File: config.mk
export PLATFORM = sky130hd
export DESIGN_NAME = drp_bridge
export DESIGN_NICKNAME = d
export VERILOG_FILES = /design/src/rtl/drp_bridge_pkg.sv /design/src/rtl/drp_cfg_regs.sv /design/src/rtl/drp_access_seq.sv /design/src/rtl/drp_read_mux.sv /design/src/rtl/drp_bridge.sv
export SDC_FILE = /design/constraint.sdc
export NUM_CORES = 1
export LEC_CHECK = 0
export CAP_MARGIN = 20
export CELL_PAD_IN_SITES_DETAIL_PLACEMENT = 2
export CELL_PAD_IN_SITES_GLOBAL_PLACEMENT = 2
export CORE_MARGIN = 10
export CORE_UTILIZATION = 22
export DETAILED_ROUTE_END_ITERATION = 12
export PLACE_DENSITY = 0.78
export SLEW_MARGIN = 0
export SYNTH_ARGS = -nofsm -noshare
export SYNTH_HDL_FRONTEND = slang
export SYNTH_SLANG_ARGS = --single-unit
File: constraint.sdc
create_clock -name clk -period 2.18 [get_ports clk]
set_clock_uncertainty 0.05 [all_clocks]
set_input_delay 0.327 -clock clk [delete_from_list [all_inputs] [get_ports clk]]
set_output_delay 0.327 -clock clk [all_outputs]
set_load 0.01 [all_outputs]
File: src/rtl/drp_bridge_pkg.sv
package drp_bridge_pkg;

    localparam int BUS_AW = 9;
    localparam int BUS_DW = 32;
    localparam int DRP_AW = 7;
    localparam int DRP_DW = 16;

    // register offsets the host software depends on
    localparam logic [BUS_AW-1:0] OFS_RESET  = 9'h040;
    localparam logic [BUS_AW-1:0] OFS_CLKSEL = 9'h044;
    localparam logic [BUS_AW-1:0] OFS_CTRL   = 9'h070;
    localparam logic [BUS_AW-1:0] OFS_STATUS = 9'h074;

    // control word bit positions
    localparam int CTRL_GO_BIT   = 29;
    localparam int CTRL_RD_BIT   = 28;
    localparam int CTRL_ADDR_LSB = 16;
    localparam int STAT_BUSY_BIT = 16;

    typedef struct packed {
        logic              go;
        logic              rd;
        logic [DRP_AW-1:0] addr;
        logic [DRP_DW-1:0] data;
    } drp_req_t;

    typedef enum logic [1:0] {
        SEQ_IDLE   = 2'd0,
        SEQ_LAUNCH = 2'd1,
        SEQ_WAIT   = 2'd2
    } seq_state_t;

    function automatic drp_req_t decode_ctrl(input logic [BUS_DW-1:0] w);
        drp_req_t r;
        r.go   = w[CTRL_GO_BIT];
        r.rd   = w[CTRL_RD_BIT];
        r.addr = w[CTRL_ADDR_LSB +: DRP_AW];
        r.data = w[DRP_DW-1:0];
        return r;
    endfunction

    function automatic logic [BUS_DW-1:0] pack_status(input logic busy,
                                                      input logic [DRP_DW-1:0] rdata);
        logic [BUS_DW-1:0] s;
        s = '0;
        s[STAT_BUSY_BIT]  = busy;
        s[DRP_DW-1:0]     = rdata;
        return s;
    endfunction

endpackage

File: src/rtl/drp_cfg_regs.sv
module drp_cfg_regs
    import drp_bridge_pkg::*;
#(
    parameter int CLKSEL_W = 8
) (
    input  logic                clk,
    input  logic                rst,
    input  logic                bus_wr,
    input  logic [BUS_AW-1:0]   bus_addr,
    input  logic [BUS_DW-1:0]   bus_wdata,
    output logic [1:0]          rst_bits,
    output logic [CLKSEL_W-1:0] clksel
);

    logic wr_reset;
    logic wr_clksel;

    always_comb begin
        wr_reset  = bus_wr && (bus_addr == OFS_RESET);
        wr_clksel = bus_wr && (bus_addr == OFS_CLKSEL);
    end

    always_ff @(posedge clk) begin
        if (rst) begin
            rst_bits <= '0;
            clksel   <= '0;
        end else begin
            if (wr_reset)
                rst_bits <= bus_wdata[1:0];
            if (wr_clksel)
                clksel <= bus_wdata[CLKSEL_W-1:0];
        end
    end

endmodule

File: src/rtl/drp_access_seq.sv
module drp_access_seq
    import drp_bridge_pkg::*;
(
    input  logic              clk,
    input  logic              rst,
    input  logic              bus_wr,
    input  logic [BUS_AW-1:0] bus_addr,
    input  logic [BUS_DW-1:0] bus_wdata,
    output logic              drp_en,
    output logic              drp_we,
    output logic [DRP_AW-1:0] drp_addr,
    output logic [DRP_DW-1:0] drp_di,
    input  logic [DRP_DW-1:0] drp_do,
    input  logic              drp_rdy,
    output logic              busy,
    output logic [DRP_DW-1:0] rd_data
);

    seq_state_t state_q;
    drp_req_t   req_q;
    drp_req_t   req_in;
    logic       start;
    logic       done;

    always_comb begin
        req_in = decode_ctrl(bus_wdata);
        start  = bus_wr && (bus_addr == OFS_CTRL) && req_in.go && (state_q == SEQ_IDLE);
        done   = (state_q != SEQ_IDLE) && drp_rdy;
    end

    always_ff @(posedge clk) begin
        if (rst) begin
            state_q <= SEQ_IDLE;
            req_q   <= '0;
            rd_data <= '0;
        end else begin
            case (state_q)
                SEQ_IDLE: begin
                    if (start) begin
                        state_q <= SEQ_LAUNCH;
                        req_q   <= req_in;
                    end
                end
                SEQ_LAUNCH: state_q <= done ? SEQ_IDLE : SEQ_WAIT;
                SEQ_WAIT:   if (done) state_q <= SEQ_IDLE;
                default:    state_q <= SEQ_IDLE;
            endcase
            if (done && req_q.rd)
                rd_data <= drp_do;
        end
    end

    always_comb begin
        busy     = (state_q != SEQ_IDLE);
        drp_en   = (state_q == SEQ_LAUNCH);
        drp_we   = ~req_q.rd;
        drp_addr = req_q.addr;
        drp_di   = req_q.data;
    end

endmodule

File: src/rtl/drp_read_mux.sv
module drp_read_mux
    import drp_bridge_pkg::*;
#(
    parameter int CLKSEL_W = 8
) (
    input  logic [BUS_AW-1:0]   bus_addr,
    input  logic [1:0]          rst_bits,
    input  logic [CLKSEL_W-1:0] clksel,
    input  logic                busy,
    input  logic [DRP_DW-1:0]   rd_data,
    output logic [BUS_DW-1:0]   bus_rdata
);

    localparam int PAD_RST = BUS_DW - 2;
    localparam int PAD_SEL = BUS_DW - CLKSEL_W;

    always_comb begin
        unique case (bus_addr)
            OFS_RESET:  bus_rdata = {{PAD_RST{1'b0}}, rst_bits};
            OFS_CLKSEL: bus_rdata = {{PAD_SEL{1'b0}}, clksel};
            OFS_STATUS: bus_rdata = pack_status(busy, rd_data);
            default:    bus_rdata = '0;
        endcase
    end

endmodule

File: src/rtl/drp_bridge.sv
module drp_bridge
    import drp_bridge_pkg::*;
#(
    parameter int CLKSEL_W = 8
) (
    input  logic                clk,
    input  logic                rst,
    input  logic                bus_wr,
    input  logic [8:0]          bus_addr,
    input  logic [31:0]         bus_wdata,
    output logic [31:0]         bus_rdata,
    output logic                core_release,
    output logic                synth_en,
    output logic [CLKSEL_W-1:0] clk_sel,
    output logic                drp_en,
    output logic                drp_we,
    output logic [6:0]          drp_addr,
    output logic [15:0]         drp_di,
    input  logic [15:0]         drp_do,
    input  logic                drp_rdy
);

    logic [1:0]        rst_bits;
    logic              seq_busy;
    logic [DRP_DW-1:0] seq_rd_data;

    drp_cfg_regs #(.CLKSEL_W(CLKSEL_W)) u_cfg (
        .clk       (clk),
        .rst       (rst),
        .bus_wr    (bus_wr),
        .bus_addr  (bus_addr),
        .bus_wdata (bus_wdata),
        .rst_bits  (rst_bits),
        .clksel    (clk_sel)
    );

    drp_access_seq u_seq (
        .clk       (clk),
        .rst       (rst),
        .bus_wr    (bus_wr),
        .bus_addr  (bus_addr),
        .bus_wdata (bus_wdata),
        .drp_en    (drp_en),
        .drp_we    (drp_we),
        .drp_addr  (drp_addr),
        .drp_di    (drp_di),
        .drp_do    (drp_do),
        .drp_rdy   (drp_rdy),
        .busy      (seq_busy),
        .rd_data   (seq_rd_data)
    );

    drp_read_mux #(.CLKSEL_W(CLKSEL_W)) u_mux (
        .bus_addr  (bus_addr),
        .rst_bits  (rst_bits),
        .clksel    (clk_sel),
        .busy      (seq_busy),
        .rd_data   (seq_rd_data),
        .bus_rdata (bus_rdata)
    );

    always_comb begin
        core_release = rst_bits[0];
        synth_en     = rst_bits[1];
    end

endmodule

==> impl_metrics.ini <==
[final_layout]
nets = 437
area_growth_pct = 47.52
diodes = 0
fillers = 1315
layout-drive-gt1-share_pct = 15.38

[power_and_ir_drop]
ir_drop_mv = 0.2511
pwr-share-comb_pct = 9.4
intPower_mw = 1.521
p_switching_uw = 435.7
p_clk_share_pct = 42.1
pwr-share-seq_pct = 48.5
power_per_cell_area_nw_per_um2 = 510.3
p_leak_nw = 1.469
swShare_pct = 22.27

[synthesis]
synthTopCellsByArea = dfxtp_1 (40%), nand2b_1 (14%), mux2i_1 (13%)
ys_ff_latch = 52
syn_inst = 282
post_synth.cell_area_avg_um2 = 9.215
ys_types = 29
synth_top_area_share_pct = 40.06
yosysWarnings = 0
netlist_area_um2 = 2599
yosys.area.top_type = dfxtp_1
ys_seq_area_share_pct = 40.06

[clocking]
tritoncts = yes
clock_latency_ps = 280
cts_max_path_buffers = 2
h-tree-depth = 2
cts_hold_buf = 0
cts_made_buffers = 5
clockRootBuffer = clkbuf_16
path_clk_slew_ps = 70
clkSinkCount = 52

[route]
routed_wirelength_um = 8893
first_iter_violations = 49
vias_per_cell = 4.217
dr_wl_met2_um = 4826
dr_wl_met3_um = 577
topRoutingLayerUsed = met4
detail_route.wl_per_cell_um = 17.10
ant_nets = 0
dr.pass1.iters = 4
drt-met1-wl_um = 3457
num_vias = 2193
drc = 0

[grt]
grt_pass1_vias = 2505
grt.total_usage_pct = 10.47
grt_overflow = 0
grt_pass1_wl_um = 13920
grt_max_degree = 37
antenna_found_initial = 0

[sta]
period_share_pct = 96.62
setup_viol = 0
fin_crit_ps = 2106
relSlewSlack_pct = 64.91
timing.hold.ws_ps = 403.6
timing.final.ws_setup_ps = 73.58
tns_ps = 0
finalHoldViolations = 0
finalMaxSlewViolations = 0
worstMarginPinSlew_ps = 526.3
clock.fmax_mhz = 474.7
rsz0062_at_grt = false

[floorplan]
core_um2 = 11520
core.rowCount = 39
die_w_um = 128.7
die_h_um = 128.7
die_area_um2 = 16560
initial_utilization_pct = 22.57
ioPinCount = 128

[placed_design]
port_buffers = 105
gp_congestion = 0.6992
dp_hpwl_um = 7072
post-place-ws_ps = -676.3

[setup_path]
end_kind = output pin
start_kind = primary input
crit_arrival_ps = 1730
crit_type = primary input to output pin
path_max_fanout = 7
critPathRequiredTime_ps = 1800

[run]
drv_cap = 0

[outcome]
outcome = complete, no violations

[worst_hold_path]
hp-class = flip-flop to flip-flop
## cell usage in the layout (no fill, tap or decap), types with 2 or more instances in the layout
cell type,n
a221o_1,2
buf_12,3
buf_4,13
clkinvlp_4,2
a21oi_1,16
dlygate4sd2_1,4
and2_4,4
dfxtp_1,52
nor2b_1,2
clkdlybuf4s50_1,79
clkbuf_16,5
conb_1,15
nand2b_1,58
and2_1,4
nand2_1,32
buf_6,8
a22o_1,6
buf_2,16
inv_1,2
and4_1,3
mux2i_1,34
## cell usage after synthesis
library cell / instances
nor3_1: 1
mux2i_1: 34
o211a_1: 1
o21a_1: 1
nor2b_1: 2
nand4b_1: 1
xnor2_1: 1
conb_1: 1
or4_4: 1
nand2b_1: 58
a221o_1: 2
or4bb_1: 1
a22o_1: 6
inv_1: 2
nor4_4: 1
nor3_2: 1
nand2_1: 32
dfxtp_1: 52
nor4_1: 1
o211ai_1: 1
a21oi_1: 16
buf_4: 38
nor4b_1: 1
clkbuf_1: 12
and4_1: 3
buf_6: 2
and2_1: 8
and3_1: 1
nand4_1: 1
## worst max-delay path, cell delays in order
cell and delay [ps]:
clkdlybuf4s15_2 190, or4_4 510, nor3_4 170, buf_6 170, buf_12 110, and2_1 110, buf_2 130
## layer usage
metal | vias up | track usage [%]
met5 | - | 0
met4 | 0 | 2.207
met3 | 2 | 3.080
met2 | 57 | 19.87
met1 | 1067 | 11.17
li1 | 1067 | -
## sequential cells by signal, indices dropped and copies added (netlist names)
name            cells
u_cfg.clksel        8
u_cfg.rst_bits      2
u_seq.drp_addr      7
u_seq.drp_di       16
u_seq.rd_data      16
u_seq.req_q         1
u_seq.state_q       2
## cell type report
class	count	area (um^2)	share of cell area [%]
multi-input cells	190	1277	33.32
repair buffers	125	1175	30.65
flip-flops and latches	52	1041	27.15
well taps	143	178.9	4.667
clock buffers	6	138.9	3.623
clock inverters	2	15.01	0.3916
inverters	2	7.507	0.1958
## final timing paths
| check | endpoint | cells after the start | slack [ps] | from |
|---|---|---|---|---|
| worst max-delay path | bus_rdata[9] | 7 | 70 | bus_addr[1] |
| worst min-delay path | u_seq.rd_data[8]$_SDFFE_PP0P_ | 2 | 400 | u_seq.rd_data[8]$_SDFFE_PP0P_ |
| worst max register to register | u_seq.drp_di[8]$_SDFFE_PP0P_ | 4 | 360 | u_seq.state_q[1]$_SDFFE_PP0P_ |
| worst min register to register | u_seq.rd_data[8]$_SDFFE_PP0P_ | 2 | 400 | u_seq.rd_data[8]$_SDFFE_PP0P_ |
## cell families (layout without fill, tap and decap cells)
group / count (synthesis) / count (layout) / synth area share [%]
AOI/OAI and AO/OA: 27 / 27 / 6.837
xor gates and xnor gates: 1 / 1 / 0.3371
buffers and inverters: 54 / 135 / 13.87
DFF: 52 / 52 / 40.06
muxes: 34 / 34 / 13.10
other: 1 / 15 / 0.1443
and+or+nand+nor: 113 / 113 / 25.66
## power by group through the flow
stage | logic (mW) | clock network, mW | registers [mW]
finish | 0.183 | 0.824 | 0.949
global route | 0.198 | 0.898 | 0.949
CTS | 0.185 | 0.863 | 0.949
detailed placement | 0.187 | 0 | 0.972
global placement | 0.181 | 0 | 0.972
floorplan | 0.0792 | 0 | 0.972
## metrics by stage
step | instances | util (%) | area [um^2] | power, mW
after floorplan | 296 | - | 2651 | 1.051
after global placement | 510 | 32.09 | 3696 | 1.153
after detailed placement | 510 | 32.09 | 3696 | 1.159
after CTS | 520 | 33.29 | 3834 | 1.997
after global routing | 520 | 33.29 | 3834 | 2.045
final | 520 | 33.29 | 3834 | 1.956
## timing repair
item,CTS,global route
endpoints found under the setup margin,17,14
pin swaps,6,1
setup buffers,1,0
hold endpoints to repair,0,0
gates cloned,1,0
resized for setup,101,0
Note: power is estimated with default switching activity, not from simulation.
